## config.mk

```make
export PLATFORM = sky130hd
export DESIGN_NAME = sdc_err_collector
export DESIGN_NICKNAME = d
export VERILOG_FILES = /design/src/rtl/sdc_err_pkg.sv /design/src/rtl/sdc_err_status_bank.sv /design/src/rtl/sdc_err_enable_reg.sv /design/src/rtl/sdc_err_event_gen.sv /design/src/rtl/sdc_err_done_latch.sv /design/src/rtl/sdc_err_collector.sv
export SDC_FILE = /design/constraint.sdc
export NUM_CORES = 1
export LEC_CHECK = 0
export CORE_ASPECT_RATIO = 0.8
export CORE_MARGIN = 1.5
export CORE_UTILIZATION = 30
export DETAILED_ROUTE_END_ITERATION = 8
export PLACE_DENSITY = 0.67
export SYNTH_ARGS = -nofsm -noshare
export SYNTH_HDL_FRONTEND = slang
export SYNTH_SLANG_ARGS = --single-unit
```

## constraint.sdc

```tcl
create_clock -name clk -period 1.1 [get_ports clk]
set_input_delay 0.11 -clock clk [delete_from_list [all_inputs] [get_ports clk]]
set_output_delay 0.11 -clock clk [all_outputs]
set_load 0.01 [all_outputs]
```

## src/rtl/sdc_err_pkg.sv

```systemverilog
package sdc_err_pkg;
  localparam int unsigned ERR_SRC_N = 8;

  // Source positions inside the status and enable vectors.
  localparam int unsigned SRC_SDIO     = 0;
  localparam int unsigned SRC_RSP_ERR  = 1;
  localparam int unsigned SRC_RSP_TMO  = 2;
  localparam int unsigned SRC_DAT_TMO  = 3;
  localparam int unsigned SRC_DAT_CRC  = 4;
  localparam int unsigned SRC_FIFO_UNF = 5;
  localparam int unsigned SRC_RX_TMO   = 6;
  localparam int unsigned SRC_FIFO_OVF = 7;

  // Out of reset every error source is enabled except the card interrupt.
  localparam logic [ERR_SRC_N-1:0] ERR_EN_DEFAULT =
    ~(ERR_SRC_N'(1) << SRC_SDIO);
endpackage

```

## src/rtl/sdc_err_status_bank.sv

```systemverilog
module sdc_err_status_bank #(
  parameter int unsigned N = 8
) (
  input  logic         clk,
  input  logic         rst,
  input  logic [N-1:0] set_i,
  input  logic         clr_we_i,
  input  logic [N-1:0] clr_mask_i,
  output logic [N-1:0] status_o
);
  for (genvar i = 0; i < N; i++) begin : g_bit
    logic bit_q;

    // Set takes priority over clear so that no pulse is lost.
    always_ff @(posedge clk) begin
      if (rst)                             bit_q <= 1'b0;
      else if (set_i[i])                   bit_q <= 1'b1;
      else if (clr_we_i && clr_mask_i[i])  bit_q <= 1'b0;
    end

    assign status_o[i] = bit_q;

    assert_set_wins_R7: assert property (@(posedge clk) disable iff (rst)
      set_i[i] |=> status_o[i])
      else $error("status bit %0d lost a set", i);

    assert_sticky_R2: assert property (@(posedge clk) disable iff (rst)
      (status_o[i] && !(clr_we_i && clr_mask_i[i])) |=> status_o[i])
      else $error("status bit %0d dropped without clear", i);

    assert_clear_R6: assert property (@(posedge clk) disable iff (rst)
      (clr_we_i && clr_mask_i[i] && !set_i[i]) |=> !status_o[i])
      else $error("status bit %0d survived a clear", i);
  end
endmodule

```

## src/rtl/sdc_err_enable_reg.sv

```systemverilog
module sdc_err_enable_reg #(
  parameter int unsigned    N        = 8,
  parameter logic [N-1:0]   EN_RESET = '1
) (
  input  logic         clk,
  input  logic         rst,
  input  logic         we_i,
  input  logic [N-1:0] wdata_i,
  output logic [N-1:0] en_o
);
  logic [N-1:0] en_q;

  always_ff @(posedge clk) begin
    if (rst)       en_q <= EN_RESET;
    else if (we_i) en_q <= wdata_i;
  end

  assign en_o = en_q;

  assert_en_hold_R8: assert property (@(posedge clk) disable iff (rst)
    !we_i |=> $stable(en_o))
    else $error("enable mask changed without a write");
endmodule

```

## src/rtl/sdc_err_event_gen.sv

```systemverilog
module sdc_err_event_gen #(
  parameter int unsigned N = 8
) (
  input  logic         clk,
  input  logic         rst,
  input  logic [N-1:0] status_i,
  input  logic [N-1:0] en_i,
  output logic         irq_o,
  output logic         term_o
);
  logic pend;
  logic irq_q;
  logic term_q;

  assign pend = |(status_i & en_i);

  // Registered level interrupt plus a one-shot on its rising edge.
  always_ff @(posedge clk) begin
    if (rst) begin
      irq_q  <= 1'b0;
      term_q <= 1'b0;
    end else begin
      irq_q  <= pend;
      term_q <= pend & ~irq_q;
    end
  end

  assign irq_o  = irq_q;
  assign term_o = term_q;

  assert_term_single_R5: assert property (@(posedge clk) disable iff (rst)
    term_o |=> !term_o)
    else $error("terminate longer than one cycle");

  assert_term_with_irq_R5: assert property (@(posedge clk) disable iff (rst)
    term_o |-> irq_o)
    else $error("terminate without interrupt");

  assert_masked_quiet_R3: assert property (@(posedge clk) disable iff (rst)
    (status_i == '0) |=> !term_o)
    else $error("terminate with no pending status");
endmodule

```

## src/rtl/sdc_err_done_latch.sv

```systemverilog
module sdc_err_done_latch (
  input  logic clk,
  input  logic rst,
  input  logic done_i,
  input  logic ack_i,
  output logic irq_o
);
  logic irq_q;

  always_ff @(posedge clk) begin
    if (rst)         irq_q <= 1'b0;
    else if (done_i) irq_q <= 1'b1;
    else if (ack_i)  irq_q <= 1'b0;
  end

  assign irq_o = irq_q;

  assert_done_sets_R9: assert property (@(posedge clk) disable iff (rst)
    done_i |=> irq_o)
    else $error("completion pulse not latched");

  assert_done_holds_R9: assert property (@(posedge clk) disable iff (rst)
    (irq_o && !ack_i) |=> irq_o)
    else $error("completion interrupt dropped without ack");
endmodule

```

## src/rtl/sdc_err_collector.sv

```systemverilog
module sdc_err_collector #(
  parameter int unsigned  N_SRC    = sdc_err_pkg::ERR_SRC_N,
  parameter logic [N_SRC-1:0] EN_RESET = sdc_err_pkg::ERR_EN_DEFAULT
) (
  input  logic             clk,
  input  logic             rst,
  input  logic [N_SRC-1:0] err_evt_i,
  input  logic             en_we_i,
  input  logic [N_SRC-1:0] en_wdata_i,
  input  logic             clr_we_i,
  input  logic [N_SRC-1:0] clr_mask_i,
  input  logic             dma_done_i,
  input  logic             dma_ack_i,
  output logic [N_SRC-1:0] status_o,
  output logic [N_SRC-1:0] enable_o,
  output logic             err_irq_o,
  output logic             dma_term_o,
  output logic             dma_irq_o
);
  logic [N_SRC-1:0] status;
  logic [N_SRC-1:0] enable;

  sdc_err_status_bank #(.N(N_SRC)) u_status (
    .clk        (clk),
    .rst        (rst),
    .set_i      (err_evt_i),
    .clr_we_i   (clr_we_i),
    .clr_mask_i (clr_mask_i),
    .status_o   (status)
  );

  sdc_err_enable_reg #(.N(N_SRC), .EN_RESET(EN_RESET)) u_enable (
    .clk     (clk),
    .rst     (rst),
    .we_i    (en_we_i),
    .wdata_i (en_wdata_i),
    .en_o    (enable)
  );

  sdc_err_event_gen #(.N(N_SRC)) u_event (
    .clk      (clk),
    .rst      (rst),
    .status_i (status),
    .en_i     (enable),
    .irq_o    (err_irq_o),
    .term_o   (dma_term_o)
  );

  sdc_err_done_latch u_done (
    .clk    (clk),
    .rst    (rst),
    .done_i (dma_done_i),
    .ack_i  (dma_ack_i),
    .irq_o  (dma_irq_o)
  );

  assign status_o = status;
  assign enable_o = enable;

  assert_irq_follows_R4: assert property (@(posedge clk) disable iff (rst)
    ((status_o & enable_o) == '0) |=> !err_irq_o)
    else $error("error interrupt high with nothing pending");
endmodule

```

After elaboration in Yosys (flattened, before gate mapping)
Index checks and enable logic that the tools add are counted.
Widths: inputs -> output; s select.
- flip-flop bits (word level): 19
- bitwise gates (word level): 3
- reduce and logical (&&, ||, !) cells: 18
- multiplexer cells: 18
- operators with widths (cell ; count):
    $mux 1 ; 18
    $reduce_bool 2->1 ; 9
    $and 8x8->8 ; 1
    $logic_and 1x1->1 ; 8
    $reduce_or 8->1 ; 1
    $and 1x1->1 ; 1
    $not 1->1 ; 1

Logic depth before layout (Yosys ltp)
Gate-level depths: netlist of the first run.
- depth in word-level cells: 3
- depth in mapped cells: 3
- depth with buffers taken out: 2

Hierarchy
Synthesis of the first run repeated with hierarchy kept, for this count alone.
- cell total of the unflattened synthesis: 81
- area total of the unflattened synthesis: 883.3 um^2
- by module, submodules not included (module ; times used ; cells each ; area each (um^2)):
    sdc_err_status_bank ; 1 ; 42 ; 419.2
    sdc_err_enable_reg ; 1 ; 26 ; 304.0
    sdc_err_event_gen ; 1 ; 9 ; 121.4
    sdc_err_done_latch ; 1 ; 4 ; 38.8

Least setup slack after synthesis of the first run
OpenSTA, ideal clock, no wires.
- kind: reg-to-reg
- from: reg u_enable.en_o[7] (netlist name)
- to: reg u_enable.en_q[7], in the netlist u_enable.en_o[7]
- period minus slack after synthesis: 818 ps
- data arrival time: 698 ps
- path slack: 282 ps
- required time: 980 ps
- cell stages (with the launch flop): 3
- cells stage by stage: dfxtp_1 -> nor2b_1 -> a211o_2
- RTL lines (element ; RTL line ; text):
    end signal: assignment ; sdc_err_enable_reg.sv:15 ; else if (we_i) en_q <= wdata_i;
    end: declaration ; sdc_err_enable_reg.sv:11 ; logic [N-1:0] en_q;

Worst setup path after layout of the first run
- from: reg u_enable.en_q[3], in the netlist u_enable.en_o[3]
- to: out enable_o[3]
- RTL lines (element ; RTL line ; text):
    end: declaration ; sdc_err_collector.sv:15 ; output logic [N_SRC-1:0] enable_o,
No word-level cell between the ends.

==> results of run 1 <==
[synth_stat cells]
library cell and number:
a211o_1 2, buf_2 2, mux2i_1 1, a21oi_1 1, nor2_1 1, inv_1 1
buf_6 1, dfxtp_1 19, a41oi_1 2, nor2b_1 5, nor2b_2 2, nand2b_1 1
buf_4 8, or2_0 1, a211o_2 5, a21boi_0 8, o21ba_2 8, a22oi_1 4
[worst paths after layout]
check / start / end / depth (start not counted)
setup reg to reg: u_status.g_bit[7].bit_q / u_event.irq_o / 2
hold reg to reg: u_done.irq_o / u_done.irq_o / 2
setup / recovery: u_enable.en_o[3] / enable_o[3] / 1
hold / removal: dma_done_i / u_done.irq_o / 3
[through the flow]
stage,util [%],setup slack [ps],setup TNS [ps],total power [mW],hold WS (ps)
after floorplan,-,282,0,0.941,232
after global placement,51.6,-76.1,-1020,1.14,458
after detailed placement,51.6,-91.7,-1160,1.15,473
after CTS,52.0,6.48,0,1.49,333
after global routing,52.4,5.38,0,1.55,345
final,52.4,49.0,0,1.47,342
[cell families after synthesis]
group	count (synthesis)	synth area share [%]
muxes	1	1.25
AOI/OAI and AO/OA	30	32.5
DFF	19	47.5
buffers and inverters	12	10.6
and+or+nand+nor	10	8.13
[where the power goes]
group / switching (mW) / total [mW] / internal, mW
combinational: 0.109 / 0.325 / 0.216
sequential: 0.0330 / 0.777 / 0.744
clock: 0.227 / 0.365 / 0.139
[metal layers]
| metal | track usage (%) | share of wire, % |
|---|---|---|
| met5 | 0 | 0 |
| met4 | 2.17 | 0 |
| met3 | 5.84 | 11 |
| met2 | 20.3 | 44 |
| met1 | 14.8 | 44 |
[registers in the layout (all words and copies together), names as in the netlist]
register,flops
u_enable.en_o,8
u_status.g_bit.bit_q,8
u_done.irq_o,1
u_event.irq_o,1
u_event.term_o,1
[final cells by class]
class	instances	area [µm²]	share of cell area, %
repair buffers	51	493	37.9
clock inverters	1	7.51	0.577
flip-flops and latches	19	394	30.3
inverters	1	3.75	0.288
well taps	36	45.0	3.46
clock buffers	3	22.5	1.73
multi-input cells	41	335	25.8
[layout by cell type, fill, tap and decap left out]
cell	instances
clkdlybuf4s50_1	29
dfxtp_1	8
nor2b_2	2
clkinvlp_4	1
buf_4	2
clkbuf_2	1
dlygate4sd2_1	14
nand2b_1	1
clkbuf_4	3
buf_12	1
mux2i_1	1
a41oi_1	2
a21boi_0	8
nor2_1	1
a211o_1	2
dfxtp_2	11
nor2b_1	5
a21oi_1	1
inv_1	1
a211o_2	5
a22oi_1	4
clkdlybuf4s15_1	4
or2_0	1
o21ba_2	8
==> flow_metrics.env, run 1 <==
export IMPL_cts_setup_buffers=0
export IMPL_timing_fmax_ghz=0.951
export IMPL_rsz0062_at_grt="false"
export IMPL_cts_resized=22
export IMPL_critical_path_top_delay_family="flip-flops"
export IMPL_fp_row_count=16
export IMPL_cts_reportedPaths_clkPinSlew_ps=120
export IMPL_fin_crit_ps=1050
export IMPL_grt_overflow_total=0
export IMPL_coreArea_um2=2480
export IMPL_max_vdd_ir_drop_v=0.000380
export IMPL_grt_start_max_net_pins=16
export IMPL_die_x_um=60.8
export IMPL_syn2layout_area_growth_pct=62.5
export IMPL_cts_hold_buf=0
export IMPL_postSynthCellCount=72
export IMPL_start_kind="register"
export IMPL_worstMarginPinSlew_ps=241
export IMPL_hold_path_class="in -> reg"
export IMPL_cts_buffers=3
export IMPL_num_io_pins=49
export IMPL_run_status="finished clean"
export IMPL_grt_pass1_vias=645
export IMPL_avgViaCountPerCell=4.36
export IMPL_drtPass1Iterations=3
export IMPL_synth_avg_cell_area_um2=11.1
export IMPL_insertion_delay_ps=300
export IMPL_netlist_area_um2=801
export IMPL_antenna_cells=0
export IMPL_gp_congestion=0.706
export IMPL_p_per_area_nw_per_um2=1130
export IMPL_synth_top_area_share_pct=47.5
export IMPL_min_period_over_period_pct=95.5
export IMPL_synth_top_area_cell="dfxtp_1"
export IMPL_maxSlewHeadroom_pct=83.9
export IMPL_end_kind="output pin"
export IMPL_cp_max_fo=3
export IMPL_final_cells=152
export IMPL_grtUsageTotal_pct=12.4
export IMPL_setup_viol=0
export IMPL_die_h_um=49.2
export IMPL_max_stage_delay_ps=380
export IMPL_port_buffers=48
export IMPL_ff2ff_setup_slack_ps=250
export IMPL_yosys_warnings=0
export IMPL_grt_pass1_wl_um=2790
export IMPL_initial_core_util_pct=32.3
export IMPL_cts_tree="built"
export IMPL_dp_cells=148
export IMPL_drive_gt1_share_pct=29.3
export IMPL_drcViolationCount=0
export IMPL_clock_path_buffers=2
export IMPL_synth_area_leaders="dfxtp_1 48%, o21ba_2 10%, a21boi_0 7.5%, buf_4 7.5%, a211o_2 6.3%"
export IMPL_fin_skew_ps=8.15
export IMPL_synthDistinctLibCells=18
export IMPL_synth_nets=102
export IMPL_routed_wl_um=1880
export IMPL_fillCellCount=246
export IMPL_ant_nets=0
export IMPL_dieArea_um2=2990
export IMPL_cts_sinks=19
export IMPL_finalMaxSlewViolations=0
export IMPL_path_class="reg -> out"
export IMPL_crit_arrival_ps=940
export IMPL_synth_seq_area_share_pct=47.5
export IMPL_p_leak_nw=0.521
export IMPL_place_hpwl_um=1470
export IMPL_slowest_stage="dfxtp_1"
export IMPL_antenna_found_initial=0
export IMPL_via_count=663
export IMPL_maxCapViolCount=0
export IMPL_worst_path_buf_inv=1
export IMPL_cts_htree_levels=1
export IMPL_wl_per_cell_um=12.4
export IMPL_placed_area_um2=1280
export IMPL_hold_viol=0
export IMPL_cp_cell_sequence="clkdlybuf4s15_1"
export IMPL_finalInstanceArea_um2=1300
export IMPL_worstPathRequired_ps=990
export IMPL_ys_ff_latch=19
export IMPL_nets=147
export IMPL_drt_iter0_markers=12
export IMPL_root_buffer="clkbuf_4"
No activity file was read; power rests on OpenSTA's default activity.
==> inputs of run 2 (changes only) <==
clock period = 1.22 ns   (was 1.1 ns; I/O delays follow)
==> flow_metrics.env, run 2 (synthesized netlist as in run 1, its figures left out) <==
export IMPL_grt_pass1_vias=645
export IMPL_syn2layout_area_growth_pct=60.8
export IMPL_total_power_mw=1.32
export IMPL_final_cells=152
export IMPL_run_status="finished clean"
export IMPL_worstPathRequired_ps=1100
export IMPL_insertion_delay_ps=310
export IMPL_r2r_start="u_status.g_bit[7].bit_q"
export IMPL_initial_core_util_pct=32.3
export IMPL_min_path_cells=3
export IMPL_start_kind="register"
export IMPL_end_kind="output pin"
export IMPL_max_vdd_ir_drop_v=0.000349
export IMPL_worst_path_buf_inv=1
export IMPL_cts_resized=20
export IMPL_routed_wl_um=1880
export IMPL_grtUsageTotal_pct=12.4
export IMPL_fp_row_count=16
export IMPL_hp_start="dma_done_i"
export IMPL_hold_viol=0
export IMPL_critical_path_top_delay_family="flip-flops"
export IMPL_num_io_pins=49
export IMPL_whs_endpoint="u_done.irq_o"
export IMPL_drcViolationCount=0
export IMPL_grt_overflow_total=0
export IMPL_fillCellCount=247
export IMPL_hold_path_class="in -> reg"
export IMPL_die_x_um=60.8
export IMPL_place_hpwl_um=1470
export IMPL_post_route_util_pct=51.9
export IMPL_grt_pass1_wl_um=2790
export IMPL_p_per_area_nw_per_um2=1030
export IMPL_max_stage_delay_ps=380
export IMPL_ff2ff_setup_slack_ps=370
export IMPL_fin_skew_ps=10.6
export IMPL_worstMarginPinSlew_ps=239
export IMPL_antenna_found_initial=0
export IMPL_cts_reportedPaths_clkPinSlew_ps=120
export IMPL_maxSlewHeadroom_pct=84.0
export IMPL_slowest_stage="dfxtp_1"
export IMPL_crit_arrival_ps=970
export IMPL_antenna_cells=0
export IMPL_finalMaxSlewViolations=0
export IMPL_layout_common_cells="29 x clkdlybuf4s50_1, 19 x dlygate4sd2_1, 18 x dfxtp_1"
export IMPL_dp_cells=148
export IMPL_grt_start_max_net_pins=16
export IMPL_maxCapViolCount=0
export IMPL_wl_per_cell_um=12.4
export IMPL_drive_gt1_share_pct=19.8
export IMPL_path_class="reg -> out"
export IMPL_coreArea_um2=2480
export IMPL_fin_crit_ps=1090
export IMPL_drt_iter0_markers=11
export IMPL_cts_hold_buf=0
export IMPL_holdWs_ps=354
export IMPL_nets=147
export IMPL_cts_setup_buffers=0
export IMPL_multiInputGateArea_um2=335
export IMPL_p_leak_nw=0.522
export IMPL_placed_area_um2=1280
export IMPL_cts_sinks=19
export IMPL_tns_ps=0
export IMPL_min_period_over_period_pct=89.6
export IMPL_setup_viol=0
export IMPL_cp_max_fo=3
export IMPL_dieArea_um2=2990
export IMPL_die_h_um=49.2
export IMPL_rr_endpoint="u_event.irq_o"
export IMPL_clock_path_buffers=2
export IMPL_avgViaCountPerCell=4.38
export IMPL_via_count=666
export IMPL_cp_cell_sequence="dlygate4sd2_1"
export IMPL_port_buffers=48
export IMPL_timing_fmax_ghz=0.915
export IMPL_ant_nets=0
export IMPL_cts_htree_levels=1
export IMPL_reg2regPathDepth=2
export IMPL_setup_slack_ps=127
export IMPL_cts_tree="built"
export IMPL_root_buffer="clkbuf_4"
export IMPL_layout_commonest_cell="clkdlybuf4s50_1"
export IMPL_rsz0062_at_grt="false"
export IMPL_finalInstanceArea_um2=1290
export IMPL_drtPass1Iterations=3
export IMPL_register_area_um2=382
export IMPL_place_ws_ps=16.3
export IMPL_cts_buffers=3
export IMPL_gp_congestion=0.706
run 2: area by class of cell:
cell class	count	area share, %
Timing Repair Buffer	51	38.2
Sequential cell	19	29.6
Multi-Input combinational cell	41	26.0
Tap cell	36	3.50
Clock buffer	3	1.75
Clock inverter	1	0.583
Inverter	1	0.292
run 2: worst max path at each step:
stage | startpoint | end | slack (ps) | cells past startpoint
floorplan | u_enable.en_o[7] | u_enable.en_o[7] | 400 | 2
global placement | en_we_i | u_enable.en_o[2] | 30 | 4
detailed placement | clr_we_i | u_status.g_bit[2].bit_q | 20 | 3
CTS | u_enable.en_o[3] | enable_o[3] | 110 | 1
global route | u_enable.en_o[4] | enable_o[4] | 70 | 1
finish | u_enable.en_o[3] | enable_o[3] | 130 | 1
run 2: layer usage:
metal,global-route usage (%),up-vias,wire length [µm]
met3,5.84,0,212
met5,0,-,0
met1,14.8,298,847
met2,20.3,30,817
met4,2.17,0,0
li1,-,338,-
run 2: power breakdown:
| group | total [mW] | internal, mW | switching, mW |
|---|---|---|---|
| Combinational | 0.292 | 0.193 | 0.0980 |
| Clock | 0.333 | 0.125 | 0.208 |
| Sequential | 0.696 | 0.667 | 0.0294 |
| Total | 1.32 | 0.985 | 0.335 |
